File: src/rtl/bsp_pkg.sv
package bsp_pkg;
  localparam int unsigned CTL_W = 2;

  typedef enum logic [CTL_W-1:0] {
    MODE_TOG  = 2'b00,
    MODE_PRPG = 2'b01,
    MODE_PSA  = 2'b10,
    MODE_HOLD = 2'b11
  } bsp_mode_e;

  localparam bsp_mode_e MODE_RST = MODE_PSA;
endpackage

File: src/rtl/bsp_ctl_reg.sv
module bsp_ctl_reg
  import bsp_pkg::*;
(
  input  logic      tck,
  input  logic      rst_n,
  input  logic      sel,
  input  logic      shift,
  input  logic      update,
  input  logic      tdi,
  output logic      tdo,
  output bsp_mode_e mode,
  output logic      shift_ev,
  output logic      upd_ev
);
  logic [CTL_W-1:0] sh_q;

  assign shift_ev = sel && shift;
  assign upd_ev   = sel && update;

  // serial stage, rising edge
  always_ff @(posedge tck or negedge rst_n) begin
    if (!rst_n)        sh_q <= MODE_RST;
    else if (shift_ev) sh_q <= {tdi, sh_q[CTL_W-1:1]};
  end

  // parallel stage, falling edge
  always_ff @(negedge tck or negedge rst_n) begin
    if (!rst_n)      mode <= MODE_RST;
    else if (upd_ev) mode <= bsp_mode_e'(sh_q);
  end

  assign tdo = sh_q[0];
endmodule

File: src/rtl/bsp_lfsr_next.sv
module bsp_lfsr_next #(
  parameter int unsigned W    = 8,
  parameter logic [W-1:0] TAPS = 8'b1000_1110
) (
  input  logic [W-1:0] cur,
  input  logic [W-1:0] inject,
  output logic [W-1:0] nxt
);
  function automatic logic [W-1:0] step(input logic [W-1:0] s);
    logic fb;
    fb = ^(s & TAPS);
    return {s[W-2:0], fb};
  endfunction

  assign nxt = step(cur) ^ inject;
endmodule

File: src/rtl/bsp_sig_unit.sv
module bsp_sig_unit #(
  parameter int unsigned W    = 8,
  parameter logic [W-1:0] TAPS = 8'b1000_1110
) (
  input  logic         tck,
  input  logic         rst_n,
  input  logic         psa_en,
  input  logic         smp_en,
  input  logic [W-1:0] din,
  output logic [W-1:0] sig_q
);
  logic [W-1:0] comp_nxt;

  bsp_lfsr_next #(.W(W), .TAPS(TAPS)) comp_i (
    .cur(sig_q), .inject(din), .nxt(comp_nxt)
  );

  always_ff @(posedge tck or negedge rst_n) begin
    if (!rst_n)      sig_q <= '0;
    else if (psa_en) sig_q <= comp_nxt;
    else if (smp_en) sig_q <= din;
  end
endmodule

File: src/rtl/bsp_pat_unit.sv
module bsp_pat_unit #(
  parameter int unsigned W    = 8,
  parameter logic [W-1:0] TAPS = 8'b1000_1110
) (
  input  logic         tck,
  input  logic         rst_n,
  input  logic         prpg_en,
  input  logic         tog_en,
  output logic [W-1:0] pat_q,
  output logic         zero_esc
);
  localparam logic [W-1:0] SEED = W'(1);
  localparam logic [W-1:0] NONE = '0;

  logic [W-1:0] gen_nxt;

  bsp_lfsr_next #(.W(W), .TAPS(TAPS)) gen_i (
    .cur(pat_q), .inject(NONE), .nxt(gen_nxt)
  );

  assign zero_esc = prpg_en && (pat_q == '0);

  always_ff @(posedge tck or negedge rst_n) begin
    if (!rst_n)        pat_q <= '0;
    else if (zero_esc) pat_q <= SEED;
    else if (prpg_en)  pat_q <= gen_nxt;
    else if (tog_en)   pat_q <= ~pat_q;
  end
endmodule

File: src/rtl/bsp_engine.sv
module bsp_engine
  import bsp_pkg::*;
#(
  parameter int unsigned W    = 8,
  parameter logic [W-1:0] TAPS = 8'b1000_1110
) (
  input  logic         tck,
  input  logic         rst_n,
  input  logic         run_idle,
  input  logic         test_mode,
  input  logic [W-1:0] din,
  input  logic         ctl_sel,
  input  logic         ctl_shift,
  input  logic         ctl_update,
  input  logic         ctl_tdi,
  output logic         ctl_tdo,
  output logic [W-1:0] pat_out,
  output logic [W-1:0] sig_out
);
  bsp_mode_e mode;
  logic shift_ev, upd_ev, zero_esc;
  logic active, psa_en, prpg_en, tog_en;

  bsp_ctl_reg ctl_i (
    .tck(tck), .rst_n(rst_n), .sel(ctl_sel), .shift(ctl_shift),
    .update(ctl_update), .tdi(ctl_tdi), .tdo(ctl_tdo), .mode(mode),
    .shift_ev(shift_ev), .upd_ev(upd_ev)
  );

  assign active  = run_idle && test_mode;
  assign psa_en  = active && (mode == MODE_PSA);
  assign prpg_en = active && (mode == MODE_PRPG);
  assign tog_en  = active && (mode == MODE_TOG);

  bsp_sig_unit #(.W(W), .TAPS(TAPS)) sig_i (
    .tck(tck), .rst_n(rst_n), .psa_en(psa_en), .smp_en(tog_en),
    .din(din), .sig_q(sig_out)
  );

  bsp_pat_unit #(.W(W), .TAPS(TAPS)) pat_i (
    .tck(tck), .rst_n(rst_n), .prpg_en(prpg_en), .tog_en(tog_en),
    .pat_q(pat_out), .zero_esc(zero_esc)
  );
endmodule

File: config.mk
export PLATFORM = sky130hd
export DESIGN_NAME = bsp_engine
export DESIGN_NICKNAME = d
export VERILOG_FILES = /design/src/rtl/bsp_pkg.sv /design/src/rtl/bsp_ctl_reg.sv /design/src/rtl/bsp_lfsr_next.sv /design/src/rtl/bsp_sig_unit.sv /design/src/rtl/bsp_pat_unit.sv /design/src/rtl/bsp_engine.sv
export SDC_FILE = /design/constraint.sdc
export NUM_CORES = 1
export LEC_CHECK = 0
export BUFFER_PORTS_ARGS = -buffer_cell sky130_fd_sc_hd__buf_2
export CAP_MARGIN = 5
export CORE_ASPECT_RATIO = 1.5
export CORE_MARGIN = 4
export CORE_UTILIZATION = 25
export CTS_BUF_LIST = sky130_fd_sc_hd__clkbuf_4 sky130_fd_sc_hd__clkbuf_8
export DETAILED_ROUTE_END_ITERATION = 12
export PLACE_DENSITY_LB_ADDON = 0.15
export SYNTH_ARGS = -nofsm -noshare
export SYNTH_HDL_FRONTEND = slang
export SYNTH_HIERARCHICAL = 1
export SYNTH_SLANG_ARGS = --single-unit
File: constraint.sdc
create_clock -name tck -period 4.2 [get_ports tck]
set_input_delay 0.84 -clock tck [delete_from_list [all_inputs] [get_ports tck]]
set_output_delay 0.84 -clock tck [all_outputs]
set_load 0.05 [all_outputs]
; ---- After elaboration in Yosys (flattened, before gate mapping)
; Index checks and enable logic that the tools add are counted.
[totals]
register_bits = 20
wordCells = 26
[op_classes]
n_bitwise = 2
muxes = 5
n_eq_ne = 2
n_reduce_logical = 13
[op_table]
columns = operator, count
row1 = 8-bit two-way mux, 5
row2 = 8-bit XOR reduction, 2
row3 = 8-bit zero test, 1
row4 = 8-bit inverter, 1
row5 = 8-bit XOR, 1
row6 = 1-bit logical AND, 7
row7 = 3-bit nonzero test, 1
row8 = "2-bit by 1-bit == test with 1-bit output, second input constant", 1
row9 = "2-bit == test, second input constant", 1
row10 = 2-bit zero test, 1
row11 = 2-bit nonzero test, 1

; ---- Longest topological paths before layout
; Gate-level depths: netlist of run 1.
[logic_depth]
depth_word = 5
depth_mapped = 5
ltp_nobuf = 4

; ---- Cells and area by module
; Netlist of run 1, hierarchy kept.
[by_module_without_submodules]
columns = mod, area_per_inst_um2, cells_each, instances
row1 = bsp_pat_unit, 435.4, 38, 1
row2 = bsp_sig_unit, 372.9, 34, 1
row3 = bsp_lfsr_next, 101.3, 10, 2
row4 = bsp_ctl_reg, 166.4, 13, 1
row5 = bsp_engine, 35.0, 3, 1

==> results of run 1 <==
worst max path at each step:
stage	slack (ns)	cells after the start	startpoint	end
floorplan	0.28	5	ctl_i/mode[0]	pat_i/pat_q[1]
CTS	0.22	4	ctl_i/mode[1]	pat_i/pat_q[6]
global placement	0.31	4	ctl_i/mode[0]	pat_i/pat_q[4]
finish	0.24	4	ctl_i/mode[1]	pat_i/pat_q[6]
detailed placement	0.28	4	ctl_i/mode[0]	pat_i/pat_q[6]
global route	0.13	4	ctl_i/mode[1]	pat_i/pat_q[6]
worst reg2reg max path, stage by stage (launching register included):
cell and delay, ns:
sky130_fd_sc_hd__dfstp_2 0.36, sky130_fd_sc_hd__and4b_2 0.28, sky130_fd_sc_hd__or4b_1 0.49, sky130_fd_sc_hd__nor4_4 0.44
sky130_fd_sc_hd__nor2_1 0.10
metal layers:
metal  part of all wire [%]  vias up  GRT usage, %  wire length [µm]
met2                     52       24          15.8              1350
met4                   0.84        0          3.17                22
met1                     42      407          10.1              1090
li1                       -      432             -                 -
met3                    5.3        2          1.56               138
met5                      0        -             0                 0
metrics by stage:
step           hold slack [ns]  worst slack (ns)
3_3_place_gp             0.477             0.309
3_5_place_dp             0.495             0.284
2_1_floorplan            0.462             0.282
6_report                 0.405             0.241
4_1_cts                  0.395             0.216
5_1_grt                  0.399             0.134
power groups by stage:
stage	logic, µW	registers [µW]	clock network [µW]
3_5_place_dp	716	411	2.98
2_1_floorplan	289	668	2.98
6_report	710	406	127
4_1_cts	717	409	135
3_3_place_gp	708	409	2.98
5_1_grt	753	422	141
flip-flops by register name, indices dropped and copies added (netlist names):
name         cells
ctl_i/mode       2
ctl_i/sh_q       2
pat_i/pat_q      8
sig_i/sig_q      8
final cells by class:
| class | instances | area, µm² |
|---|---|---|
| fillers | 509 | 3080 |
| multi-input cells | 88 | 687 |
| clock buffers | 3 | 41.3 |
| clock inverters | 2 | 7.51 |
| repair buffers | 35 | 183 |
| flip-flops and latches | 20 | 503 |
| well taps | 64 | 80.1 |
==> flow_summary.json, run 1 <==
{
  "cap_violations": 0,
  "fin_skew_ns": 0.0631,
  "drc": 0,
  "wirelength_mm": 2.61,
  "rr_endpoint": "pat_i/pat_q[6]",
  "detailed_place_hpwl_mm": 2.06,
  "synth-warning-count": 6,
  "timing.hold.worst.class": "input pin to asynchronous set/reset pin",
  "max-clock-path-buffers": 2,
  "cts_root_buffer": "sky130_fd_sc_hd__clkbuf_8",
  "cts_setup_buffers": 0,
  "total_number_of_vias": 865,
  "irDropWorstVdd_uv": 359,
  "cts_hold_buffers": 0,
  "critical_path.startpoint_type": "flip-flop",
  "fin_total_pwr_uw": 1240,
  "power.combinational.fraction_pct": 57.1,
  "worstSkewPairLatency_ns": 0.31,
  "critPathBufInv": 0,
  "n_antenna_cell": 0,
  "placementRows": 30,
  "viasPerCell": 4.08,
  "boundaryPins": 33,
  "area_growth_syn_to_layout_pct": 24.6,
  "width_of_the_die_um": 64.7,
  "drt_iter0_markers": 16,
  "leakagePower_uw": 0.000695,
  "gr-usage-all-layers_pct": 8.73,
  "cts_resized": 0,
  "design.final.nets": 165,
  "netlist_area_um2": 1200,
  "mostFrequentLayoutCell": "sky130_fd_sc_hd__buf_2",
  "first_global_vias": 849,
  "numCtsBuffers": 3,
  "die-area_um2": 6020,
  "pin_count_of_the_biggest_net_entering_global_routing": 17,
  "crit_family": "simple AND/OR/NAND/NOR gates",
  "syn-instance-count": 106,
  "final_design_area_no_fill_um2": 1500,
  "switching_power_as_a_share_of_total_power_pct": 51.6,
  "timing.final.max_slew_violations": 0,
  "grt_remaining_overflow": 0,
  "power.net_switching_uw": 642,
  "final-hold-violation-count": 0,
  "crit_path_top_delay_cell": "sky130_fd_sc_hd__or4b_1",
  "antenna_found_initial": 0,
  "instance_area_at_placement_um2": 1460,
  "r2r_cells": 4,
  "finalCoreUtilization_pct": 32.8,
  "wire_per_inst_um": 12.3,
  "worstPathMaxFanout": 8,
  "cts_tree": "yes",
  "setup_violations": 0,
  "placed_cells_incl_taps": 208,
  "ratio_of_cells_with_drive_above_1_in_the_final_layout_pct": 32.4,
  "p_seq_share_pct": 32.7,
  "crit_required_ns": 4.32,
  "detail_route.first_pass.iterations": 4,
  "grt_pass1_wl_mm": 4.13,
  "clkPwrFrac_pct": 10.2,
  "timing.critical_path.to_type": "flip-flop",
  "gp_routability_congestion": 0.755,
  "worst-r2r-setup-slack_ns": 0.24,
  "initial_core_util_pct": 26.3,
  "grt_setup_unrepaired": "no",
  "htree_num_levels": 1,
  "run_status": "completed",
  "clock_sink_count": 20,
  "critical_path_arrival_ns": 4.08,
  "area_of_the_core_um2": 4580,
  "intPower_uw": 601,
  "path_clk_slew_ns": 0.07,
  "max_stage_delay_ns": 0.49,
  "synth.avg_cell_area_um2": 11.4,
  "die_h_um": 93.0,
  "fin_tns_setup_ns": 0,
  "rr_startpoint": "ctl_i/mode[1]",
  "portBuffers": 32,
  "finish.cell_count_without_fillers": 212,
  "drt.antenna.violating_nets": 0,
  "power_density_nw_per_um2": 828,
  "cell_breakdown_of_the_critical_path": "and4b_2, or4b_1, nor4_4, nor2_1",
  "path_class": "flip-flop to flip-flop",
  "layout.cells.most_common_list": "32 x sky130_fd_sc_hd__buf_2, 23 x sky130_fd_sc_hd__xor2_1, 17 x sky130_fd_sc_hd__dfrtp_1, 15 x sky130_fd_sc_hd__mux2i_1, 10 x sky130_fd_sc_hd__nand2_1"
}
(Power assumes the default switching activity.)
==> run 2, diff against run 1 <==
ABC_AREA = 1   (was default)
==> flow_summary.json, run 2 <==
{
  "run_status": "completed",
  "worst-r2r-setup-slack_ns": 0.52,
  "irDropWorstVdd_uv": 240,
  "wire_per_inst_um": 10.3,
  "path_class": "flip-flop to flip-flop",
  "finalCoreUtilization_pct": 31.8,
  "leakagePower_uw": 0.000874,
  "portBuffers": 32,
  "rr_endpoint": "pat_i/pat_q[4]",
  "fillers": 577,
  "antenna_found_initial": 0,
  "wirelength_mm": 3.04,
  "preCtsSetupSlack_ns": 0.568,
  "max_stage_delay_ns": 0.53,
  "grt_remaining_overflow": 0,
  "width_of_the_die_um": 67.8,
  "crit_path_top_delay_cell": "sky130_fd_sc_hd__dfstp_2",
  "critPathBufInv": 3,
  "mostFrequentLayoutCell": "sky130_fd_sc_hd__nand2_1",
  "drt_iter0_markers": 36,
  "fin_ws_ns": 0.524,
  "pin_count_of_the_biggest_net_entering_global_routing": 17,
  "worstSkewPairLatency_ns": 0.31,
  "boundaryPins": 33,
  "crit_required_ns": 4.34,
  "initial_core_util_pct": 26.0,
  "cts_setup_buffers": 0,
  "viasPerCell": 4.14,
  "detail_route.first_pass.iterations": 4,
  "area_of_the_core_um2": 5160,
  "final-hold-violation-count": 0,
  "timing.hold.worst.class": "input pin to asynchronous set/reset pin",
  "cap_violations": 0,
  "cts_root_buffer": "sky130_fd_sc_hd__clkbuf_8",
  "ratio_of_cells_with_drive_above_1_in_the_final_layout_pct": 23.9,
  "rr_startpoint": "ctl_i/mode[1]",
  "first_global_vias": 1220,
  "path_clk_slew_ns": 0.07,
  "instance_area_at_placement_um2": 1590,
  "total_number_of_vias": 1216,
  "cts_resized": 0,
  "htree_num_levels": 1,
  "synth-warning-count": 6,
  "area_growth_syn_to_layout_pct": 22.2,
  "placementRows": 32,
  "n_antenna_cell": 0,
  "drc": 0,
  "synth.avg_cell_area_um2": 7.30,
  "largestRegisters": "pat_i/pat_q (8), sig_i/sig_q (8)",
  "critical_path_arrival_ns": 3.82,
  "cell_breakdown_of_the_critical_path": "inv_1, nand2_1, nor2_1, inv_2, nand2_4, inv_4, nor2_1, o21ai_1, nand2_1",
  "layout.cells.most_common_list": "63 x sky130_fd_sc_hd__nand2_1, 32 x sky130_fd_sc_hd__buf_2, 24 x sky130_fd_sc_hd__nand3_1, 17 x sky130_fd_sc_hd__dfrtp_1, 16 x sky130_fd_sc_hd__xor2_1",
  "drt.antenna.violating_nets": 0,
  "gp_routability_congestion": 0.760,
  "worstPathMaxFanout": 16,
  "numCtsBuffers": 3,
  "setup_violations": 0,
  "gr-usage-all-layers_pct": 9.96,
  "clock_sink_count": 20,
  "critical_path.startpoint_type": "flip-flop",
  "final_design_area_no_fill_um2": 1640,
  "power_density_nw_per_um2": 717,
  "syn-instance-count": 184,
  "die_h_um": 97.8,
  "detailed_place_hpwl_mm": 2.36,
  "netlist_area_um2": 1340,
  "grt_pass1_wl_mm": 5.31,
  "die-area_um2": 6630,
  "cts_tree": "yes",
  "grt_setup_unrepaired": "no",
  "timing.final.max_slew_violations": 0,
  "max-clock-path-buffers": 2,
  "r2r_cells": 9,
  "timing.critical_path.to_type": "flip-flop",
  "cts_hold_buffers": 0,
  "fin_tns_setup_ns": 0,
  "crit_family": "flip-flops",
  "fin_skew_ns": 0.0642,
  "design.final.nets": 243
}
## run 2: routing by layer
layer  vias up  routed length (µm)  track usage [%]
li1        652                   -                -
met1       536                1350             12.2
met2        26                1510             17.3
met3         2                 157             1.61
met4         0                  25             3.22
met5         -                   0                0
## run 2: final cells by class
type                       count  area [µm²]  share of cell area [%]
inverter                      15        58.8                    3.59
clock inverter                 1        3.75                   0.229
clock buffer                   4        48.8                    2.97
multi-input combinational    152         766                    46.7
sequential                    20         503                    30.7
tap                           68        85.1                    5.19
timing repair buffer          34         175                    10.7
## run 2: per-stage QoR
step	cells	power (µW)	hold slack, ns
after floorplan	192	896	0.424
after global placement	290	1050	0.448
after detailed placement	290	1050	0.447
after CTS	294	1200	0.403
after global routing	294	1270	0.405
final	294	1180	0.404
## run 2: worst max-delay path by stage
stage,cells past startpoint,from,slack [ns],endpoint
floorplan,10,ctl_i/mode[1],0.77,pat_i/pat_q[5]
global placement,9,ctl_i/mode[1],0.57,pat_i/pat_q[5]
detailed placement,9,ctl_i/mode[1],0.57,pat_i/pat_q[4]
CTS,9,ctl_i/mode[1],0.51,pat_i/pat_q[4]
global route,9,ctl_i/mode[1],0.37,pat_i/pat_q[7]
finish,9,ctl_i/mode[1],0.52,pat_i/pat_q[4]
## run 2: report_power, final
part / total, µW / internal (µW) / leakage [µW] / switching [µW]
clock: 138 / 75.1 / 0.0000315 / 62.8
sequential: 379 / 271 / 0.000242 / 108
combinational: 659 / 185 / 0.000601 / 474
total: 1180 / 531 / 0.000874 / 645
